## src/rtl/dma_fe_pkg.sv

```systemverilog
package dma_fe_pkg;

  typedef enum logic [1:0] {
    ST_IDLE = 2'd0,
    ST_HOLD = 2'd1,
    ST_XFER = 2'd2,
    ST_DONE = 2'd3
  } fe_state_t;

  localparam logic [1:0] RA_CMD   = 2'd0;
  localparam logic [1:0] RA_MASK  = 2'd1;
  localparam logic [1:0] RA_SWREQ = 2'd2;
  localparam logic [1:0] RA_STAT  = 2'd3;

  localparam int CMD_POL_BIT = 0;

endpackage

```

## src/rtl/req_sync.sv

```systemverilog
module req_sync #(
  parameter int NCH    = 4,
  parameter int STAGES = 2
) (
  input  logic           clk,
  input  logic           rst,
  input  logic [NCH-1:0] raw_i,
  input  logic           low_active_i,
  output logic [NCH-1:0] act_o
);

  generate
    for (genvar ch = 0; ch < NCH; ch++) begin : g_chan
      logic [STAGES-1:0] chain_q;
      always_ff @(posedge clk) begin
        if (rst) chain_q <= '0;
        else     chain_q <= {chain_q[STAGES-2:0], raw_i[ch]};
      end
      assign act_o[ch] = chain_q[STAGES-1] ^ low_active_i;
    end
  endgenerate

endmodule

```

## src/rtl/prio_pick.sv

```systemverilog
module prio_pick #(
  parameter int NCH  = 4,
  parameter int IDXW = (NCH > 1) ? $clog2(NCH) : 1
) (
  input  logic [NCH-1:0]  req_i,
  output logic            any_o,
  output logic [IDXW-1:0] idx_o
);

  always_comb begin
    any_o = 1'b0;
    idx_o = '0;
    for (int i = NCH - 1; i >= 0; i--) begin
      if (req_i[i]) begin
        any_o = 1'b1;
        idx_o = IDXW'(i);
      end
    end
  end

endmodule

```

## src/rtl/fe_regs.sv

```systemverilog
module fe_regs import dma_fe_pkg::*; #(
  parameter int NCH = 4,
  parameter int DW  = 8,
  parameter int AW  = 2
) (
  input  logic           clk,
  input  logic           rst,
  input  logic           access_ok_i,
  input  logic           sel_n,
  input  logic           rd_n,
  input  logic           wr_n,
  input  logic [AW-1:0]  addr,
  input  logic [DW-1:0]  wdata,
  output logic [DW-1:0]  rdata_o,
  input  logic [NCH-1:0] live_req_i,
  input  logic           done_i,
  input  logic [NCH-1:0] done_ch_i,
  output logic           pol_low_o,
  output logic [NCH-1:0] mask_o,
  output logic [NCH-1:0] swreq_o
);

  logic [DW-1:0]  cmd_q;
  logic [NCH-1:0] mask_q, sw_q, tc_q, pend_q;
  logic [DW-1:0]  rd_mux;
  logic           wr_en, rd_en;

  assign wr_en = access_ok_i && !sel_n && !wr_n;
  assign rd_en = access_ok_i && !sel_n && !rd_n;

  always_comb begin
    rd_mux = '0;
    case (addr[1:0])
      RA_CMD:   rd_mux = cmd_q;
      RA_MASK:  rd_mux[NCH-1:0] = mask_q;
      RA_SWREQ: rd_mux[NCH-1:0] = sw_q;
      default: begin
        rd_mux[2*NCH-1:NCH] = pend_q;
        rd_mux[NCH-1:0]     = tc_q;
      end
    endcase
  end

  always_ff @(posedge clk) begin
    if (rst) begin
      cmd_q   <= '0;
      mask_q  <= '1;
      sw_q    <= '0;
      tc_q    <= '0;
      pend_q  <= '0;
      rdata_o <= '0;
    end else begin
      pend_q <= live_req_i;
      if (wr_en && addr[1:0] == RA_CMD)  cmd_q  <= wdata;
      if (wr_en && addr[1:0] == RA_MASK) mask_q <= wdata[NCH-1:0];
      if (done_i) begin
        sw_q <= sw_q & ~done_ch_i;
        tc_q <= tc_q | done_ch_i;
      end else if (wr_en && addr[1:0] == RA_SWREQ) begin
        sw_q <= wdata[NCH-1:0];
      end
      if (rd_en) begin
        rdata_o <= rd_mux;
        if (addr[1:0] == RA_STAT && !done_i) tc_q <= '0;
      end
    end
  end

  assign pol_low_o = cmd_q[CMD_POL_BIT];
  assign mask_o    = mask_q;
  assign swreq_o   = sw_q;

  // reset leaves every channel masked
  p_mask_reset_r1: assert property (@(posedge clk) rst |=> (mask_q == '1 && cmd_q == '0));

  // a write attempt outside idle leaves mask and command unchanged
  p_busy_write_r11: assert property (@(posedge clk) disable iff (rst)
    (!access_ok_i && !sel_n && !wr_n) |=> ($stable(mask_q) && $stable(cmd_q)));

  // reading status in idle clears the completion bits
  p_stat_clear_r12: assert property (@(posedge clk) disable iff (rst)
    (rd_en && addr[1:0] == RA_STAT && !done_i) |=> (tc_q == '0));

endmodule

```

## src/rtl/dma_req_frontend.sv

```systemverilog
module dma_req_frontend import dma_fe_pkg::*; #(
  parameter int NCH         = 4,
  parameter int SYNC_STAGES = 2,
  parameter int DW          = 8,
  parameter int AW          = 2
) (
  input  logic           clk,
  input  logic           rst,
  input  logic [NCH-1:0] req_in,
  output logic           hold_req_o,
  input  logic           hold_gnt_i,
  input  logic           rdy_i,
  output logic [NCH-1:0] ack_o,
  output logic           xfer_stb_o,
  input  logic           cpu_sel_n,
  input  logic           cpu_rd_n,
  input  logic           cpu_wr_n,
  input  logic [AW-1:0]  cpu_addr,
  input  logic [DW-1:0]  cpu_wdata,
  output logic [DW-1:0]  cpu_rdata
);

  localparam int IDXW = (NCH > 1) ? $clog2(NCH) : 1;

  fe_state_t      st_q;
  logic [IDXW-1:0] win_q, pick_idx;
  logic           pick_any;
  logic [NCH-1:0] hw_act, elig, mask, swreq;
  logic           pol_low, done;

  req_sync #(.NCH(NCH), .STAGES(SYNC_STAGES)) u_sync (
    .clk(clk), .rst(rst), .raw_i(req_in), .low_active_i(pol_low), .act_o(hw_act)
  );

  assign elig = (hw_act & ~mask) | swreq;

  prio_pick #(.NCH(NCH), .IDXW(IDXW)) u_pick (
    .req_i(elig), .any_o(pick_any), .idx_o(pick_idx)
  );

  assign done = (st_q == ST_XFER) && rdy_i;

  fe_regs #(.NCH(NCH), .DW(DW), .AW(AW)) u_regs (
    .clk(clk), .rst(rst), .access_ok_i(st_q == ST_IDLE),
    .sel_n(cpu_sel_n), .rd_n(cpu_rd_n), .wr_n(cpu_wr_n),
    .addr(cpu_addr), .wdata(cpu_wdata), .rdata_o(cpu_rdata),
    .live_req_i(hw_act | swreq), .done_i(done), .done_ch_i(ack_o),
    .pol_low_o(pol_low), .mask_o(mask), .swreq_o(swreq)
  );

  always_ff @(posedge clk) begin
    if (rst) begin
      st_q       <= ST_IDLE;
      win_q      <= '0;
      hold_req_o <= 1'b0;
      ack_o      <= '0;
      xfer_stb_o <= 1'b0;
    end else begin
      case (st_q)
        ST_IDLE: if (pick_any) begin
          win_q      <= pick_idx;
          hold_req_o <= 1'b1;
          st_q       <= ST_HOLD;
        end
        ST_HOLD: begin
          if (!elig[win_q]) begin
            hold_req_o <= 1'b0;
            st_q       <= ST_IDLE;
          end else if (hold_gnt_i) begin
            ack_o      <= NCH'(1) << win_q;
            xfer_stb_o <= 1'b1;
            st_q       <= ST_XFER;
          end
        end
        ST_XFER: if (rdy_i) begin
          ack_o      <= '0;
          xfer_stb_o <= 1'b0;
          st_q       <= ST_DONE;
        end
        default: begin
          hold_req_o <= 1'b0;
          st_q       <= ST_IDLE;
        end
      endcase
    end
  end

  // at most one acknowledge at a time
  p_ack_onehot_r13: assert property (@(posedge clk) disable iff (rst) $onehot0(ack_o));
  // an acknowledge is only present under a hold request
  p_ack_in_hold_r7: assert property (@(posedge clk) disable iff (rst) (|ack_o) |-> hold_req_o);
  // the strobe starts only after a grant was seen
  p_stb_after_gnt_r7: assert property (@(posedge clk) disable iff (rst)
    $rose(xfer_stb_o) |-> $past(hold_gnt_i));
  // ready low keeps strobe and acknowledge steady
  p_stretch_r9: assert property (@(posedge clk) disable iff (rst)
    (xfer_stb_o && !rdy_i) |=> (xfer_stb_o && $stable(ack_o)));
  // hold request outlives the strobe by one clock
  p_hold_tail_r10: assert property (@(posedge clk) disable iff (rst)
    $fell(xfer_stb_o) |-> hold_req_o);
  p_hold_drop_r10: assert property (@(posedge clk) disable iff (rst)
    $fell(xfer_stb_o) |=> !hold_req_o);
  // a lost request in the hold state releases the hold without acknowledge
  p_discard_r8: assert property (@(posedge clk) disable iff (rst)
    (st_q == ST_HOLD && !elig[win_q]) |=> (!hold_req_o && ack_o == '0));

endmodule

```

## config.mk

```make
export PLATFORM = sky130hd
export DESIGN_NAME = dma_req_frontend
export DESIGN_NICKNAME = d
export VERILOG_FILES = /design/src/rtl/dma_fe_pkg.sv /design/src/rtl/req_sync.sv /design/src/rtl/prio_pick.sv /design/src/rtl/fe_regs.sv /design/src/rtl/dma_req_frontend.sv
export SDC_FILE = /design/constraint.sdc
export NUM_CORES = 1
export LEC_CHECK = 0
export ABC_AREA = 1
export BUFFER_PORTS_ARGS = -buffer_cell sky130_fd_sc_hd__buf_2
export CAP_MARGIN = 25
export CORE_MARGIN = 4
export CORE_UTILIZATION = 55
export DETAILED_ROUTE_END_ITERATION = 8
export GPL_ROUTABILITY_DRIVEN = 0
export GPL_TIMING_DRIVEN = 0
export HOLD_SLACK_MARGIN = 0.12
export PLACE_DENSITY = 0.84
export SETUP_SLACK_MARGIN = 0.2
export SYNTH_ARGS = -nofsm -noshare
export SYNTH_HDL_FRONTEND = slang
export SYNTH_SLANG_ARGS = --single-unit
```

## constraint.sdc

```tcl
create_clock -name clk -period 1.5 [get_ports clk]
set_input_delay 0.3 -clock clk [delete_from_list [all_inputs] [get_ports clk]]
set_output_delay 0.3 -clock clk [all_outputs]
set_load 0.02 [all_outputs]
```

### Yosys cells after proc, flatten, opt, wreduce, memory -nomap -nowiden

Cells that the tools add are included.

| cells by class | value |
|---|---|
| mux-type cells | 33 |
| reductions and logical operators | 21 |
| shift operators | 1 |
| order comparisons | 1 |
| bitwise operators | 12 |
| equality and inequality tests | 11 |

Operators by type and width:

| kind | count |
|---|---|
| $mux W4 | 8 |
| $mux W2 | 8 |
| $pmux W4 S2 | 2 |
| $or A4 B4 Y4 | 3 |
| $pmux W4 S3 | 1 |
| $mux W1 | 10 |
| $ne A2 B2 Y1 const B | 5 |
| $and A4 B4 Y4 | 2 |
| $logic_and A1 B1 Y1 | 8 |
| $not A4 Y4 | 2 |
| $eq A2 B2 Y1 const B | 3 |
| $pmux W2 S3 | 1 |
| $reduce_and A3 Y1 | 2 |
| $eq A2 B1 Y1 const B | 2 |
| $logic_not A1 Y1 | 4 |
| $logic_not A2 Y1 | 2 |
| $reduce_and A4 Y1 | 1 |
| $reduce_bool A2 Y1 | 2 |
| $shl A1 B2 Y4 const A | 1 |
| $xor A1 B1 Y1 | 4 |
| $lt A2 B3 Y1 const B | 1 |
| $ne A3 B3 Y1 const B | 1 |
| $pmux W1 S3 | 1 |
| $bmux W1 S2 | 1 |
| 4 further kinds | 4 |

| storage, ports and cells | value |
|---|---|
| bits in registers | 50 |
| output and inout port bits | 14 |
| bits of input ports | 21 |

### Depth between registers and ports, before layout

| logic depth | value |
|---|---|
| word-level depth | 9 |
| gate-level depth with buffers | 10 |
| depth with buffers taken out | 10 |

### Hierarchy

A second synthesis with hierarchy kept.

| unflattened totals | value |
|---|---|
| cell total of the unflattened synthesis | 326 |
| area, all modules | 2339.7 µm² |

Modules (own cells, without submodules):

| module | cells an instance | times used | area an instance (µm²) |
|---|---|---|---|
| fe_regs | 187 | 1 | 1417.6 |
| dma_req_frontend | 89 | 1 | 596.8 |
| req_sync | 42 | 1 | 289.0 |
| prio_pick | 8 | 1 | 36.3 |

### Worst setup path before layout

Ideal clock, no wire load.

| timing path | value |
|---|---|
| path type | reg-to-reg |
| start point | register st_q[1] |
| end point | register u_regs.cmd_q[0] |
| cell stages (with the launch flop) | 9 |
| data arrival time | 1.227 ns |
| library setup time | 0.115 ns |
| path slack | 0.158 ns |
| cells stage by stage | dfxtp_1 -> nor2_2 -> inv_2 -> nor3_2 -> inv_2 -> nor3_4 -> inv_4 -> o21ai_2 -> a21oi_2 |

| between the ends | value |
|---|---|
| cells in the longest elaborated chain, start to end | 4 |

RTL lines:

| element | line | text |
|---|---|---|
| start, declared | dma_req_frontend.sv:25 | `fe_state_t st_q;` |
| start signal, assigned | dma_req_frontend.sv:53 | `st_q <= ST_IDLE;` |
| start signal, assigned | dma_req_frontend.sv:63 | `st_q <= ST_HOLD;` |
| start signal, assigned | dma_req_frontend.sv:68 | `st_q <= ST_IDLE;` |
| $logic_not A2 Y1 | dma_req_frontend.sv:44 | `.clk(clk), .rst(rst), .access_ok_i(st_q == ST_IDLE),` |
| $logic_and A1 B1 Y1 (2 in series) | fe_regs.sv:28 | `assign wr_en = access_ok_i && !sel_n && !wr_n;` |
| $logic_and A1 B1 Y1 | fe_regs.sv:54 | `if (wr_en && addr[1:0] == RA_CMD) cmd_q <= wdata;` |
| end signal, assigned | fe_regs.sv:54 |  |
| end, declared | fe_regs.sv:23 | `logic [DW-1:0] cmd_q;` |

No other way between the ends.
A chain may end at the register's enable or synchronous reset.

### Worst setup path in the final report

| timing path | value |
|---|---|
| start point | register st_q[0] |
| end point | register u_regs.cmd_q[7] |

Same word-level chain as after synthesis.

==> qor.txt <==
Post-Route WL -> 5.98 mm
WP data required -> 1740 ps
Final TNS setup -> -13.1 ps
CP Class -> flop to flop
Avg Cell Area, Syn -> 7.42 um2
vias per inst -> 5.50
Worst Min Path Start -> req_in[2]
unrepaired setup endpoints after global routing -> true
Syn-to-layout area delta -> 34.6%
number of remaining DRC errors -> 0
failing checks -> negative setup slack
Initial Util -> 57.5%
Util after Layout -> 77.4%
Synth cell types -> 27
maximum number of pins on one net before global-route repair -> 17
Maximum Capacitance Violations -> 0
post-layout min period -> 1510 ps
Final Cell Area -> 2880 um2
area of the mapped netlist -> 2140 um2
Max Fclk -> 661 MHz
Synthesized Nets -> 309
CP endpoint kind -> flop
commonest non-fill, non-tap cell in the layout -> dfxtp_1
Tot Pwr -> 3.94 mW
FF-to-FF path depth -> 8
core area -> 3720 um2
CTS Buffer Depth -> 2
post-synthesis cell count -> 288
global-route usage over all layers -> 23.0%
RR Endpoint -> u_regs.cmd_q[7]
sequential power share -> 40.9%
Final Hold Fails -> 0
Clock Skews -> 7.72 ps
global-route wire length before repair -> 9.16 mm
first-pass iteration count of the detailed router -> 4
clock share of power -> 20.0%
CTS buffer count -> 5
fin nets -> 363
period utilisation layout -> 101%
CP startpoint kind -> flop
Max Transition Viols Final -> 0
vias in the first global route -> 1994
R2R setup slack -> -10 ps
Hold Crit Endpoint -> u_sync.g_chan[2].chain_q[0]
power share of the combinational group -> 39.1%
LEAKAGE -> 1.30 nW
leading cell types in the layout, fill and taps excluded -> dfxtp_1 (47), nor2_1 (41), inv_1 (37)
post-synthesis sequential area ratio -> 46.8%
power density cells -> 1370 nW/um2
worst rel slew slack -> 50.1%
critical-path maximum fanout -> 4
Filler Cells Inserted -> 249
via count -> 2152
clock transition at the registers of the reported paths -> 100 ps
Ys Warns -> 0
final worst slack -> -13.1 ps
clock latency on the worst-skew pair -> 310 ps
Die ar. -> 4950 um2
Post-DP Area -> 2370 um2
clock sinks -> 50
FP Rows -> 22
WL/cell -> 15.3 um
Routed Antenna Nets -> 0
final setup violation count -> 1
hold path depth -> 3
port bufs -> 34
hpwl dp -> 3.56 mm
Max VDD drop -> 1.00 mV
worst slew pin tran -> 745 ps
Sw Share -> 39.9%
Net Switching -> 1.57 mW
antenna violations before repair -> 0
CTS H-tree depth -> 2
ant diodes -> 0
clock root buffer master -> clkbuf_8
Die Y -> 70.3 um
HP Class -> input pin to flop
Power Internal -> 2.37 mW
CP arrival -> 1750 ps
GRT Residual Overflow -> 0
status -> finished with violations
drt initial violations -> 182
reg2reg start -> st_q[0]
num ports -> 35
die span in x -> 70.3 um
share of post-route cells with drive strength above 1 -> 36.7%
TritonCTS clock tree -> done
FF+latch count, synth -> 50
==> routing by layer <==
layer	track usage, %	wire length, um
met2	38.9	3050
met3	4.03	438
met4	8.09	114
met1	29.2	2380
met5	0	0
==> Yosys cell counts (all sizes together) <==
cell,n,area [um2]
o31ai,1,21.3
clkinv,1,3.75
buf,1,3.75
a211oi,4,30.0
dfxtp,50,1000
a21oi,27,143
nand4,4,25.0
nand2,51,196
nand3,12,70.1
nor2,49,204
inv,45,171
a31oi,1,6.26
nor3,3,42.5
o22ai,4,25.0
a221oi,5,43.8
clkbuf,3,11.3
o21ai,27,139
==> flip-flops by register name (all words and copies together) (netlist names) <==
name	count
u_regs.cmd_q	8
u_regs.rdata_o	8
u_sync.g_chan.chain_q	8
ack_o	4
u_regs.mask_o	4
u_regs.pend_q	4
u_regs.swreq_o	4
u_regs.tc_q	4
st_q	2
win_q	2
hold_req_o	1
xfer_stb_o	1
==> per-stage QoR <==
stage	hold slack, ps	cells	setup WS, ps
global route	195	391	-60.0
detailed placement	396	370	-111
CTS	190	388	33.8
global placement	390	370	-82.9
finish	191	391	-13.1
floorplan	388	288	178
==> critical path, cell delays in order, from the launching register on <==
cell and delay (ps):
dfxtp_2 360, nor2_4 150, inv_2 70, nor3_2 130
inv_2 80, nor3_4 240, buf_6 160, o21ai_0 100
nor2_1 160
==> power groups by stage <==
stage	Clock, mW	Combinational, mW	Sequential (mW)
5_1_grt	0.845	1.68	1.63
3_5_place_dp	0	1.07	1.61
2_1_floorplan	0	0.718	1.67
3_3_place_gp	0	1.03	1.60
6_report	0.787	1.54	1.61
4_1_cts	0.790	1.25	1.59
==> cell type report <==
type | count | area, um2 | area share [%]
Timing Repair Buffer | 47 | 285 | 9.92
Inverter | 46 | 185 | 6.44
Clock inverter | 3 | 21.3 | 0.739
Tap cell | 48 | 60.1 | 2.09
Clock buffer | 5 | 68.8 | 2.39
Buffer | 4 | 15.0 | 0.522
Multi-Input combinational cell | 188 | 1230 | 42.9
Sequential cell | 50 | 1010 | 35.0
==> worst max-delay path by stage <==
stage,startpoint,to,slack [ps],cells past startpoint
global route,st_q[0],u_regs.cmd_q[7],-60,8
floorplan,st_q[1],u_regs.cmd_q[0],180,8
finish,st_q[0],u_regs.cmd_q[7],-10,8
detailed placement,st_q[1],u_regs.rdata_o[6],-110,6
CTS,st_q[0],u_regs.cmd_q[7],30,8
global placement,st_q[1],u_regs.tc_q[2],-80,6
==> cell families (layout without fill, tap and decap cells) <==
family | count (synthesis) | after routing | share of synthesized area, %
AOI/OAI and AO/OA | 69 | 69 | 19.1
buffers and inverters | 50 | 105 | 8.90
DFF | 50 | 50 | 46.8
and+or+nand+nor | 119 | 119 | 25.2
==> repair_timing <==
item	4_1_cts	5_1_grt
hold buffers	0	0
resized for setup	28	48
cloned	1	0
endpoints found under the setup margin	38	37
buffers inserted	9	3
pin swaps	10	12
Power figures use the tool's default switching activity.
